`src/rtl/sc_polar_pkg.sv`:
```
package sc_polar_pkg;

  // node operation issued by the traversal control each cycle
  typedef enum logic [1:0] {
    OP_F    = 2'd0,  // min-sum towards left child
    OP_G    = 2'd1,  // add/subtract towards right child
    OP_LEAF = 2'd2,  // hard decision at a leaf
    OP_H    = 2'd3   // partial-sum combine upwards
  } nodeOp_e;

  typedef enum logic [1:0] {
    PH_DOWN = 2'd0,
    PH_LEAF = 2'd1,
    PH_UP   = 2'd2
  } walkPhase_e;

  // strobes from control to datapath
  typedef struct packed {
    logic        load;       // capture llrIn
    logic        act;        // an operation is issued
    nodeOp_e     op;
    logic [7:0]  level;      // F/G: parent level, H: child level
    logic [15:0] leaf;       // current leaf index
    logic        storeLeft;  // result is a left child, keep it
    logic        finish;     // last operation of the frame
  } ctrlStrobe_t;

endpackage

```
`src/rtl/sc_polar_pe.sv`:
```
// One processing element: left (min-sum) or right (add/subtract) update.
module sc_polar_pe #(
  parameter int W = 8
) (
  input  logic signed [W-1:0] a,
  input  logic signed [W-1:0] b,
  input  logic                s,
  input  logic                selG,
  output logic signed [W-1:0] y
);
  localparam logic signed [W:0] MAXV = {2'b00, {(W-1){1'b1}}};
  localparam logic signed [W:0] MINV = {2'b11, {(W-1){1'b0}}};

  logic signed [W:0] aExt, bExt, magA, magB, mag, fVal, gVal, pick;
  logic              fNeg;

  always_comb begin
    aExt = {a[W-1], a};
    bExt = {b[W-1], b};
    // most negative code has the largest magnitude
    magA = a[W-1] ? -aExt : aExt;
    magB = b[W-1] ? -bExt : bExt;
    mag  = (magA < magB) ? magA : magB;
    fNeg = a[W-1] ^ b[W-1];
    fVal = fNeg ? -mag : mag;
    // sign of a flipped by the partial sum
    gVal = s ? (bExt - aExt) : (bExt + aExt);
    pick = selG ? gVal : fVal;
    if (pick > MAXV)      y = MAXV[W-1:0];
    else if (pick < MINV) y = MINV[W-1:0];
    else                  y = pick[W-1:0];
  end
endmodule

```
`src/rtl/sc_polar_ctrl.sv`:
```
// Depth-first tree walk: issues one node operation per cycle.
module sc_polar_ctrl
  import sc_polar_pkg::*;
#(
  parameter int N = 8
) (
  input  logic        clk,
  input  logic        rstN,
  input  logic        start,
  output ctrlStrobe_t strb,
  output logic        done
);
  localparam int NLVL = $clog2(N);
  localparam int LVLW = $clog2(NLVL + 1) + 1;

  logic             running;
  walkPhase_e       phase;
  logic [LVLW-1:0]  lvl;
  logic [NLVL-1:0]  leafIdx;
  logic             firstG;
  logic             parentBit;

  always_comb begin
    parentBit = 1'b1;
    if (int'(lvl) + 1 < NLVL) parentBit = leafIdx[lvl + 1'b1];
  end

  always_comb begin
    strb      = '0;
    strb.load = start && !running;  // start ignored while running
    if (running) begin
      strb.act  = 1'b1;
      strb.leaf = 16'(leafIdx);
      unique case (phase)
        PH_DOWN: begin
          strb.op    = firstG ? OP_G : OP_F;
          strb.level = 8'(lvl);
        end
        PH_LEAF: begin
          strb.op        = OP_LEAF;
          strb.level     = 8'd0;
          strb.storeLeft = !leafIdx[0];
        end
        default: begin
          strb.op        = OP_H;
          strb.level     = 8'(lvl);
          strb.finish    = (int'(lvl) == NLVL - 1);
          strb.storeLeft = (int'(lvl) != NLVL - 1) && !parentBit;
        end
      endcase
    end
  end

  always_ff @(posedge clk) begin
    if (!rstN) begin
      running <= 1'b0;
      phase   <= PH_DOWN;
      lvl     <= '0;
      leafIdx <= '0;
      firstG  <= 1'b0;
      done    <= 1'b0;
    end else begin
      done <= strb.finish;
      if (strb.load) begin
        running <= 1'b1;
        phase   <= PH_DOWN;
        lvl     <= LVLW'(NLVL);
        leafIdx <= '0;
        firstG  <= 1'b0;
      end else if (running) begin
        unique case (phase)
          PH_DOWN: begin
            firstG <= 1'b0;
            lvl    <= lvl - 1'b1;
            if (lvl == LVLW'(1)) phase <= PH_LEAF;
          end
          PH_LEAF: begin
            if (!leafIdx[0]) begin
              leafIdx <= leafIdx + 1'b1;
              lvl     <= LVLW'(1);
              firstG  <= 1'b1;
              phase   <= PH_DOWN;
            end else begin
              lvl   <= '0;
              phase <= PH_UP;
            end
          end
          default: begin
            if (strb.finish) begin
              running <= 1'b0;
            end else if (strb.storeLeft) begin
              leafIdx <= leafIdx + 1'b1;
              lvl     <= lvl + LVLW'(2);
              firstG  <= 1'b1;
              phase   <= PH_DOWN;
            end else begin
              lvl <= lvl + 1'b1;
            end
          end
        endcase
      end
    end
  end
endmodule

```
`src/rtl/sc_polar_datapath.sv`:
```
// LLR and partial-sum storage with the per-level processing elements.
module sc_polar_datapath
  import sc_polar_pkg::*;
#(
  parameter int             N      = 8,
  parameter int             W      = 8,
  parameter logic [N-1:0]   FROZEN = 8'b0001_0111
) (
  input  logic          clk,
  input  logic          rstN,
  input  ctrlStrobe_t   strb,
  input  logic [N*W-1:0] llrIn,
  output logic [N-1:0]  decodedBits
);
  localparam int NLVL = $clog2(N);
  localparam int LW   = $clog2(NLVL + 1);

  logic signed [W-1:0] alpha    [NLVL+1][N];
  logic signed [W-1:0] childLlr [NLVL+1][N];
  logic [N-1:0]        betaLeft [NLVL];
  logic [N-1:0]        curBeta;
  logic [N-1:0]        uWork;
  logic [N-1:0]        resBeta;
  logic [LW-1:0]       nodeLvl, dstLvl, resLvl, saLvl;
  logic [NLVL-1:0]     leafSel;
  logic                decision;
  logic                selG;

  assign selG = (strb.op == OP_G);

  // one PE per upper/lower pair at every level
  for (genvar l = 0; l <= NLVL; l++) begin : gLvl
    for (genvar j = 0; j < N; j++) begin : gPe
      if (l >= 1 && j < (1 << (l - 1))) begin : gAct
        sc_polar_pe #(.W(W)) uPe (
          .a    (alpha[l][j]),
          .b    (alpha[l][j + (1 << (l - 1))]),
          .s    (betaLeft[l-1][j]),
          .selG (selG),
          .y    (childLlr[l][j])
        );
      end else begin : gIdle
        assign childLlr[l][j] = '0;
      end
    end
  end

  always_comb begin
    nodeLvl  = LW'(strb.level);
    dstLvl   = nodeLvl - 1'b1;
    leafSel  = strb.leaf[NLVL-1:0];
    saLvl    = (int'(strb.level) < NLVL) ? LW'(strb.level) : '0;
    // frozen leaf forced to 0; R6 negative LLR gives 1, zero gives 0
    decision = FROZEN[leafSel] ? 1'b0 : alpha[0][0][W-1];
    resBeta  = '0;
    resLvl   = '0;
    if (strb.op == OP_LEAF) begin
      resBeta[0] = decision;
    end else begin
      // combine (sa ^ sb, sb)
      for (int j = 0; j < N; j++) begin
        if (j < (1 << strb.level))
          resBeta[j] = betaLeft[saLvl][j] ^ curBeta[j];
        else if (j < (2 << strb.level))
          resBeta[j] = curBeta[j - (1 << strb.level)];
      end
      resLvl = saLvl + 1'b1;
    end
  end

  always_ff @(posedge clk) begin
    if (!rstN) begin
      for (int l = 0; l <= NLVL; l++)
        for (int j = 0; j < N; j++) alpha[l][j] <= '0;
      for (int l = 0; l < NLVL; l++) betaLeft[l] <= '0;
      curBeta     <= '0;
      uWork       <= '0;
      decodedBits <= '0;
    end else begin
      if (strb.load)
        for (int j = 0; j < N; j++) alpha[NLVL][j] <= llrIn[j*W +: W];
      if (strb.act) begin
        unique case (strb.op)
          OP_F, OP_G: begin
            for (int j = 0; j < N; j++)
              if (j < (1 << (int'(nodeLvl) - 1)))
                alpha[dstLvl][j] <= childLlr[nodeLvl][j];
          end
          OP_LEAF: begin
            uWork[leafSel] <= decision;
            curBeta        <= resBeta;
            if (strb.storeLeft) betaLeft[0] <= resBeta;
          end
          default: begin
            curBeta <= resBeta;
            if (strb.storeLeft) betaLeft[resLvl] <= resBeta;
          end
        endcase
      end
      // result published only on completion
      if (strb.finish) decodedBits <= uWork;
    end
  end
endmodule

```
`src/rtl/sc_polar_decoder.sv`:
```
module sc_polar_decoder
  import sc_polar_pkg::*;
#(
  parameter int           N      = 8,
  parameter int           W      = 8,
  parameter logic [N-1:0] FROZEN = 8'b0001_0111
) (
  input  logic           clk,
  input  logic           rstN,
  input  logic           start,
  input  logic [N*W-1:0] llrIn,
  output logic           done,
  output logic [N-1:0]   decodedBits
);
  ctrlStrobe_t strb;

  sc_polar_ctrl #(.N(N)) uCtrl (
    .clk   (clk),
    .rstN  (rstN),
    .start (start),
    .strb  (strb),
    .done  (done)
  );

  sc_polar_datapath #(.N(N), .W(W), .FROZEN(FROZEN)) uDp (
    .clk         (clk),
    .rstN        (rstN),
    .strb        (strb),
    .llrIn       (llrIn),
    .decodedBits (decodedBits)
  );
endmodule

```
`config.mk`:
```
export PLATFORM = sky130hd
export DESIGN_NAME = sc_polar_decoder
export DESIGN_NICKNAME = d
export VERILOG_FILES = /design/src/rtl/sc_polar_pkg.sv /design/src/rtl/sc_polar_pe.sv /design/src/rtl/sc_polar_ctrl.sv /design/src/rtl/sc_polar_datapath.sv /design/src/rtl/sc_polar_decoder.sv
export SDC_FILE = /design/constraint.sdc
export NUM_CORES = 1
export LEC_CHECK = 0
export ABC_CLOCK_PERIOD_IN_PS = 5600
export BUFFER_PORTS_ARGS = -buffer_cell sky130_fd_sc_hd__buf_2
export CAP_MARGIN = 20
export CORE_UTILIZATION = 45
export CTS_CLUSTER_DIAMETER = 120
export DETAILED_ROUTE_END_ITERATION = 8
export HOLD_SLACK_MARGIN = 0.02
export PLACE_DENSITY = 0.58
export REMOVE_ABC_BUFFERS = 1
export SYNTH_ARGS = -nofsm -noshare
export SYNTH_HDL_FRONTEND = slang
export SYNTH_SLANG_ARGS = --single-unit
```
`constraint.sdc`:
```
create_clock -name clk -period 5.6 [get_ports clk]
set_clock_uncertainty 0.1 [all_clocks]
set_input_delay 1.4 -clock clk [delete_from_list [all_inputs] [get_ports clk]]
set_output_delay 1.4 -clock clk [all_outputs]
set_load 0.1 [all_outputs]
```
==> out/results.ini, run 1 <==
[status]
status = complete, no violations

[timing]
hold_viol = 0
min_period_over_period_pct = 95.1
fin_setup_tns_ns = 0
max_freq_mhz = 188
period_needed_ns = 5.32
finalSetupViolCount = 0
tightest_slew_ns = 1.08
whs_ns = 0.349
finalMaxSlewViolations = 0
slew_headroom_pct = 28.2

[floorplanning]
io_pins = 76
design.core.area_mm2 = 0.0423
start_util_pct = 45.9
die_h_um = 210
rows = 75
die_w_um = 210
die_area_mm2 = 0.0440

[place]
io_buffers = 75
hpwl_um = 46600
routabilityCongestion = 0.954

[cells_and_area]
regArea_mm2 = 0.00474
final_nets = 2747
nFillCells = 4050
num_antenna_cells = 0
mostFrequentLayoutCell = nand2_1
area_growth_pct = 11.4
multi_input_comb_area_mm2 = 0.0140
drive_gt1_share_pct = 13.4
fin_util_pct = 51.2
mostFrequentLayoutCells = nand2_1 (252), nor2_1 (224), o21ai_0 (179), ha_1 (141), xnor2_1 (133)

[detailed_routing]
num_vias = 18400
drc = 0
firstDrtPassIters = 8
finalWirelength_um = 59400
via_per_inst = 5.91
drt_iter0_drc = 1524
final_antenna_net_count = 0
wl_per_cell_um = 19.0

[grt]
grt_use_met1_pct = 37.5
grt_max_degree = 42
antenna_found_initial = 0
grt_pass1_wl_um = 93800
grt_pass1_vias = 17300
met3_usage_pct = 3.08
grt-busiest-layer = met2
use_met2_pct = 44.1
grtUsageTotal_pct = 26.8
gr-total-overflow = 0

[clock_network]
cts_buffer_depth = 2
root_buffer = clkbuf_16
path_clk_slew_ns = 0.09
cts_tree = built
clkLatencyLatePin_ns = 0.47
cts_made_buffers = 17
cts_sinks = 180
h-tree-depth = 4

[critical_path]
cp_common_cell = ha_1
slowest_stage = edfxtp_1
slowest_delay_ns = 0.49
crit_fanout = 5
path_buf_inv = 0
path_cells = or2_1 > or4_1 > nor3_1 > ha_1 > ha_1 > nand2_2 > a2111o_1 > o311ai_4 > a211oi_4 > a21oi_1 > a32oi_2 > ha_1 > nor2_1 > xor2_1 > and3_1 > a211oi_2 > o31ai_2 > nor2b_1 > a221o_2 > nor3_1
worstSetupPathType = reg -> reg
cp_top_family = compound AO/OA/AOI/OAI gates
start_kind = register
end_kind = register
worstPathRequired_ns = 5.80
reg2reg_slack_ns = 0.28
cp.arrival_ns = 5.52

[power_and_ir_drop]
p_leak_nw = 8.78
power_density_mw_per_mm2 = 223
totalPowerFinal_mw = 4.82
seqPwrFrac_pct = 32.5
internal_power_mw = 2.90
p_comb_share_pct = 42.3
p_sw_share_pct = 39.7
clkPwrFrac_pct = 25.2
irDropWorstVdd_mv = 0.234
p_switching_mw = 1.92

[logic_synthesis]
synth_area_leaders = edfxtp_1 (17%), ha_1 (9.3%), dfxtp_1 (6.9%), xnor2_1 (6.0%), nand2_1 (4.9%)
yosysTopAreaCell = edfxtp_1
syn_avg_cell_area_um2 = 7.97
ys.warnings.count = 0
synth_ff_type = edfxtp_1
ys_ff_latch = 180
async_flop_share_pct = 0
ys_types = 110
yosysSeqAreaShare_pct = 24.3
synth-edff-count = 113
synth_top_area_share_pct = 17.4
syn-cell-area_mm2 = 0.0194
synthCells = 2441

[hold_path]
min_path_type = reg -> reg

[flow_run]
maxCapViolCount = 0

==> cell families (layout without fill, tap and decap cells) <==
family,after synthesis,after routing,share of synthesized area [%]
AO/OA/AOI/OAI,694,694,24.3
other,1,7,0.0193
buffers and inverters,243,337,4.81
XOR/XNOR,206,206,9.32
adder cells (fa/ha/maj),159,159,10.4
multiplexers,87,87,4.79
flip-flops,180,180,24.3
AND/OR/NAND/NOR,871,871,22.0
==> metal layers <==
| layer | vias to the layer above | part of all wire [%] |
|---|---|---|
| met5 | - | 0 |
| met4 | 0 | 1.8 |
| met3 | 62 | 4.9 |
| met2 | 535 | 46 |
| met1 | 8789 | 47 |
| li1 | 9037 | - |
==> final timing paths <==
check / start / end / cells after the start
worst min register to register: uDp.uWork[1] / uDp.uWork[1] / 2
worst min-delay path: uDp.uWork[1] / uDp.uWork[1] / 2
worst max register to register: uDp.alpha[2][56] / uDp.alpha[2][60] / 20
worst max-delay path: uDp.alpha[2][56] / uDp.alpha[2][60] / 20
==> per-stage QoR <==
step           instance area, um2  instances  setup WS, ns
3_5_place_dp                20800       3072       -0.0469
6_report                    21700       3118         0.276
5_1_grt                     21700       3118       -0.0455
2_1_floorplan               19000       2338         0.346
4_1_cts                     21300       3104         0.102
3_3_place_gp                20800       3072        0.0743
==> timing repair <==
item                       4_1_cts  5_1_grt
hold buffers                     0        0
pin swaps                        0        5
setup buffers                    0       12
gates resized for setup          2       53
gates cloned                     0        0
setup endpoints to repair       11       62
==> registers in the layout, summed over array words and instances (netlist names) <==
register         count
uDp.alpha          113
uDp.betaLeft        32
uDp.curBeta          8
uDp.decodedBits      8
uDp.uWork            8
uCtrl.leafIdx        3
uCtrl.lvl            3
uCtrl.phase          2
uCtrl.done           1
uCtrl.firstG         1
uCtrl.running        1
==> Yosys cell counts, types with 9 or more instances <==
library cell  instances
a41oi_1              11
o211ai_1             25
xnor2_1             134
nor3_1               63
xor2_1               71
nand3_1              42
a31o_2                9
buf_2                 9
nand2_1             254
a21oi_1             127
nand2b_1             45
or3_1                22
a21boi_0             32
nor2_1              227
a31oi_1              23
o31ai_1              36
a22o_1               18
nor4_1               18
buf_1                15
mux2_2               15
o22ai_1              11
a22oi_1              15
clkbuf_1             81
a211oi_1             30
o21a_1               22
edfxtp_1            113
dfxtp_1              67
and2_1               37
ha_1                145
o21ai_0             184
inv_1               132
and3_1               14
mux2i_1              68
or2_2                14
a32oi_1               9
o221ai_1             12
a21o_1               27
nor2b_1              68
nor3b_1              10
==> worst min-delay path: cells and delay by family, from the launching register on <==
kind | cells | cell delay [ns]
AOI/OAI and AO/OA | 1 | 0.04
and+or+nand+nor | 1 | 0.05
DFF | 1 | 0.32
==> cell type report <==
cell class                 instances  area share [%]
sequential                       180            21.9
clock inverter                    14           0.601
multi-input combinational       2024            64.8
inverter                         134            2.32
clock buffer                      18            2.03
timing repair buffer             171            5.04
tap                              577            3.33
==> power by group through the flow <==
stage	Combinational [mW]	Clock, mW	Sequential [mW]
3_3_place_gp	1.92	0	1.59
5_1_grt	2.25	1.28	1.57
6_report	2.04	1.22	1.56
3_5_place_dp	1.94	0	1.59
2_1_floorplan	1.42	0	1.57
4_1_cts	1.95	1.24	1.56
No activity file was read; power rests on OpenSTA's default activity.
==> inputs of run 2 (changes only) <==
ABC_AREA = 1   (was not set)
==> out/results.ini, run 2 <==
[grt]
antenna_found_initial = 0
grtUsageTotal_pct = 25.5
grt_pass1_vias = 17700
grt_pass1_wl_um = 88400
grt_max_degree = 42
gr-total-overflow = 0

[critical_path]
end_kind = register
cp.arrival_ns = 4.73
r2r_cells = 25
worstPathRequired_ns = 5.70
worstSetupPathType = reg -> reg
crit_fanout = 8
start_kind = register

[clock_network]
cts_buffer_depth = 2
cts_sinks = 180
post_cts.repair.setup_buffers = 0
path_clk_slew_ns = 0.07
h-tree-depth = 4
cts_resized = 0
cts_tree = built
cts_made_buffers = 17
root_buffer = clkbuf_16
postCtsHoldBufs = 0
clkLatencyLatePin_ns = 0.47

[place]
hpwl_um = 44000
io_buffers = 75
routabilityCongestion = 0.970
dp_slack_ns = 1.04

[floorplanning]
die_w_um = 207
die_h_um = 207
start_util_pct = 46.0
die_area_mm2 = 0.0430
design.core.area_mm2 = 0.0412
io_pins = 76
rows = 74

[detailed_routing]
via_per_inst = 5.24
drc = 0
firstDrtPassIters = 8
drt_iter0_drc = 1199
final_antenna_net_count = 0
wl_per_cell_um = 15.1
finalWirelength_um = 54400
num_vias = 18900

[cells_and_area]
mostFrequentLayoutCell = nand2_1
mostFrequentLayoutCells = nand2_1 (949), inv_1 (405), nor2_1 (282), nand3_1 (256), o21ai_0 (254)
area_growth_pct = 7.63
largest_reg_flops = 113
drive_gt1_share_pct = 8.39
num_antenna_cells = 0
reg_top3 = uDp.alpha (113), uDp.betaLeft (32)
final_nets = 3281
top_register = uDp.alpha

[logic_synthesis]
synthCells = 3009
synth_common_cells = nand2_1 (950), inv_1 (405), nor2_1 (283), nand3_1 (256), o21ai_0 (255)
syn_avg_cell_area_um2 = 6.30
synth_top_area_share_pct = 18.8
synth_ff_type = edfxtp_1
synth_area_leaders = nand2_1 (19%), edfxtp_1 (18%), ha_1 (9.6%), inv_1 (8.0%), dfxtp_1 (7.1%)
synthMostInstantiatedCell = nand2_1
ys_ff_latch = 180
syn-cell-area_mm2 = 0.0190
yosysSeqAreaShare_pct = 25.0
yosysTopAreaCell = nand2_1
ys.warnings.count = 0
synth-edff-count = 113
async_flop_share_pct = 0
ys_types = 57

[timing]
finalSetupViolCount = 0
finalMaxSlewViolations = 0
hold_viol = 0
min_period_over_period_pct = 82.6
fin_setup_tns_ns = 0
rsz0062_at_grt = false
max_freq_mhz = 216
setup_slack_ns = 0.975
period_needed_ns = 4.62
tightest_slew_ns = 0.906
slew_headroom_pct = 39.4
whs_ns = 0.348

[status]
status = complete, no violations

[hold_path]
hold_depth = 2
min_path_type = reg -> reg

[power_and_ir_drop]
p_leak_nw = 10.2
irDropWorstVdd_mv = 0.215
power_density_mw_per_mm2 = 228

[flow_run]
maxCapViolCount = 0

-- run 2: worst paths after layout --
check,from,to,slack (ns)
worst max-delay path,uDp.alpha[3][48],uDp.alpha[1][53],0.98
worst min-delay path,uDp.uWork[4],uDp.uWork[4],0.35
worst max register to register,uDp.alpha[3][48],uDp.alpha[1][53],0.98
worst min register to register,uDp.uWork[4],uDp.uWork[4],0.35
-- run 2: cell type report --
type / instances / area, um2
fill: 4328 / 20800
inverter: 422 / 1580
tap: 532 / 666
multi-input combinational: 2348 / 12300
sequential: 180 / 4730
timing repair buffer: 93 / 510
clock buffer: 20 / 467
clock inverter: 12 / 109
-- run 2: critical path: stages, from the launching register on --
cell,delay (ns)
edfxtp_1,0.43
inv_1,0.21
ha_1,0.27
inv_1,0.05
nor2_1,0.15
nand3_1,0.13
nor2_1,0.14
ha_1,0.19
ha_1,0.30
a21oi_1,0.38
inv_1,0.10
nand2_1,0.28
nand2_4,0.13
o21ai_2,0.22
inv_1,0.07
ha_1,0.19
nand2_1,0.10
nor2_2,0.05
nand2_1,0.07
nand3_1,0.07
nand3_1,0.11
nand2_2,0.10
a21oi_4,0.21
nand2_1,0.11
nand2_1,0.14
nor2_1,0.05
-- run 2: cell families after synthesis --
group           synth area share, %
other cells                  0.0198
xor+xnor                       3.74
mux                          0.0528
fa+ha+maj                      10.3
compound gates                 12.4
simple gates                   38.3
flops                          25.0
buf+inv                        10.2
-- run 2: where the power goes --
part	switching (mW)	internal, mW	total (mW)
Clock	0.572	0.634	1.21
Combinational	1.25	0.650	1.90
Sequential	0.0839	1.47	1.55
-- run 2: metrics by stage --
step                      cells  utilization, %  total power, mW  area [um2]
after floorplan            2950               -             3.00       18600
after CTS                  3607            49.5             4.67       20400
after global routing       3607            49.5             5.02       20400
after detailed placement   3575            48.2             3.46       19800
after global placement     3575            48.2             3.44       19800
final                      3607            49.5             4.66       20400
-- run 2: per-layer routing --
metal | global-route usage, % | wire [um]
met5 | 0 | 0
met4 | 7.39 | 1050
met3 | 3.37 | 2120
met2 | 42.6 | 25000
met1 | 34.2 | 26300
==> inputs of run 3 (changes only) <==
ABC_AREA = 0   (was 1)
ABC_CLOCK_PERIOD_IN_PS = 4200   (was 5600)
PLACE_DENSITY = 0.6   (was 0.58)
clock period = 4.2 ns   (was 5.6 ns; I/O delays follow)
==> out/results.ini, run 3 (same netlist as run 1, synthesis figures left out) <==
[cells_and_area]
mostFrequentLayoutCells = buf_4 (593), nand2_1 (239), nor2_1 (207), o21ai_0 (137), xnor2_1 (128)
area_growth_pct = 40.1
fin_area_mm2 = 0.0272
multi_input_comb_area_mm2 = 0.0156
mostFrequentLayoutCell = buf_4
regArea_mm2 = 0.00474
reg_top3 = uDp.alpha (113), uDp.betaLeft (32)
drive_gt1_share_pct = 35.7
nFillCells = 3594
top_register = uDp.alpha
final_nets = 3268
largest_reg_flops = 113

[clock_network]
cts_made_buffers = 17
cts_tree = built
cts_buffer_depth = 2
h-tree-depth = 4
root_buffer = clkbuf_16
clkLatencyLatePin_ns = 0.49
path_clk_slew_ns = 0.07
postCtsHoldBufs = 0
cts_sinks = 180

[timing]
slew_headroom_pct = 38.5
period_needed_ns = 4.91
max_freq_mhz = 204
finalSetupViolCount = 73
finalMaxSlewViolations = 0
setup_slack_ns = -0.709
fin_setup_tns_ns = -32.25
min_period_over_period_pct = 117
hold_viol = 0
rsz0062_at_grt = true
tightest_slew_ns = 0.917

[status]
violations = negative setup slack
status = complete, but fails checks

[critical_path]
worstSetupPathType = reg -> reg
worstPathRequired_ns = 4.32
crit_fanout = 5
cp.arrival_ns = 5.03
start_kind = register
end_kind = register

[grt]
gr-total-overflow = 0
grt_pass1_wl_um = 104000
grt_max_degree = 49
antenna_found_initial = 2
grtUsageTotal_pct = 29.7
grt_pass1_vias = 20300

[floorplanning]
die_h_um = 210
die_area_mm2 = 0.0440
design.core.area_mm2 = 0.0423
io_pins = 76
rows = 75
start_util_pct = 45.9
die_w_um = 210

[detailed_routing]
wl_per_cell_um = 18.3
drt_iter0_drc = 1593
finalWirelength_um = 66500
num_vias = 20700
via_per_inst = 5.70
drc = 0
final_antenna_net_count = 0
firstDrtPassIters = 5

[hold_path]
min_path_type = reg -> reg

[place]
routabilityCongestion = 0.959
dpl_cell_area_mm2 = 0.0240
io_buffers = 75
hpwl_um = 50300

[power_and_ir_drop]
irDropWorstVdd_mv = 0.345
p_leak_nw = 11.6
power_density_mw_per_mm2 = 285

[flow_run]
maxCapViolCount = 0

## run 3: metal layers
metal / wire length, um / vias up / global-route usage, %
li1: - / 10100 / -
met1: 29000 / 9908 / 38.8
met2: 31500 / 635 / 49.9
met3: 4020 / 123 / 5.04
met4: 2010 / 0 / 9.39
met5: 0 / - / 0
## run 3: final timing paths
path / start / to / slack [ns] / depth (start not counted)
max: uDp.alpha[1][57] / uDp.alpha[1][57] / -0.71 / 20
min: uDp.uWork[0] / uDp.uWork[0] / 0.34 / 2
max reg2reg: uDp.alpha[1][57] / uDp.alpha[1][57] / -0.71 / 20
min reg2reg: uDp.uWork[0] / uDp.uWork[0] / 0.34 / 2
## run 3: layout make-up
type / instances / share of cell area, %
timing repair buffer: 692 / 18.9
clock inverter: 15 / 0.583
sequential: 180 / 17.4
multi-input combinational: 2024 / 57.1
inverter: 134 / 1.85
tap: 577 / 2.65
antenna: 1 / 0.00918
clock buffer: 17 / 1.56
## run 3: report_power, final
| part | internal [mW] | switching, mW |
|---|---|---|
| sequential | 1.95 | 0.0726 |
| clock | 0.794 | 0.825 |
| combinational | 1.99 | 2.13 |
| total | 4.74 | 3.03 |
## run 3: timing repair
action                                  CTS  global route
endpoints found under the setup margin   73            73
pin swaps                               117           112
buffers inserted                         73            41
gates cloned                              0             1
resized for setup                       260           173
## run 3: critical path: stages, from the launching register on
cell and delay [ns]:
edfxtp_1 0.42, buf_6 0.14, or2_4 0.24, or4_4 0.50, nor3_4 0.19, ha_4 0.19
ha_4 0.20, a41o_1 0.18, o21a_1 0.14, o21ai_4 0.23, mux2i_2 0.27, ha_2 0.21
and4_1 0.18, o211a_1 0.18, a21oi_2 0.04, o21ai_2 0.23, xnor2_4 0.13, a311o_1 0.40
nor3b_2 0.23, a211oi_1 0.08, nor3b_2 0.17
## run 3: metrics by stage
| step | utilization (%) | setup slack, ns | power (mW) | instances | hold WS, ns |
|---|---|---|---|---|---|
| after CTS | 61.6 | -0.647 | 7.29 | 3601 | 0.347 |
| after detailed placement | 56.7 | -0.959 | 5.27 | 3498 | 0.335 |
| after global routing | 64.4 | -0.878 | 8.19 | 3639 | 0.370 |
| final | 64.4 | -0.709 | 7.77 | 3640 | 0.344 |
| after global placement | 56.7 | -0.863 | 5.22 | 3498 | 0.332 |
| after floorplan | - | -1.05 | 3.98 | 2338 | 0.316 |
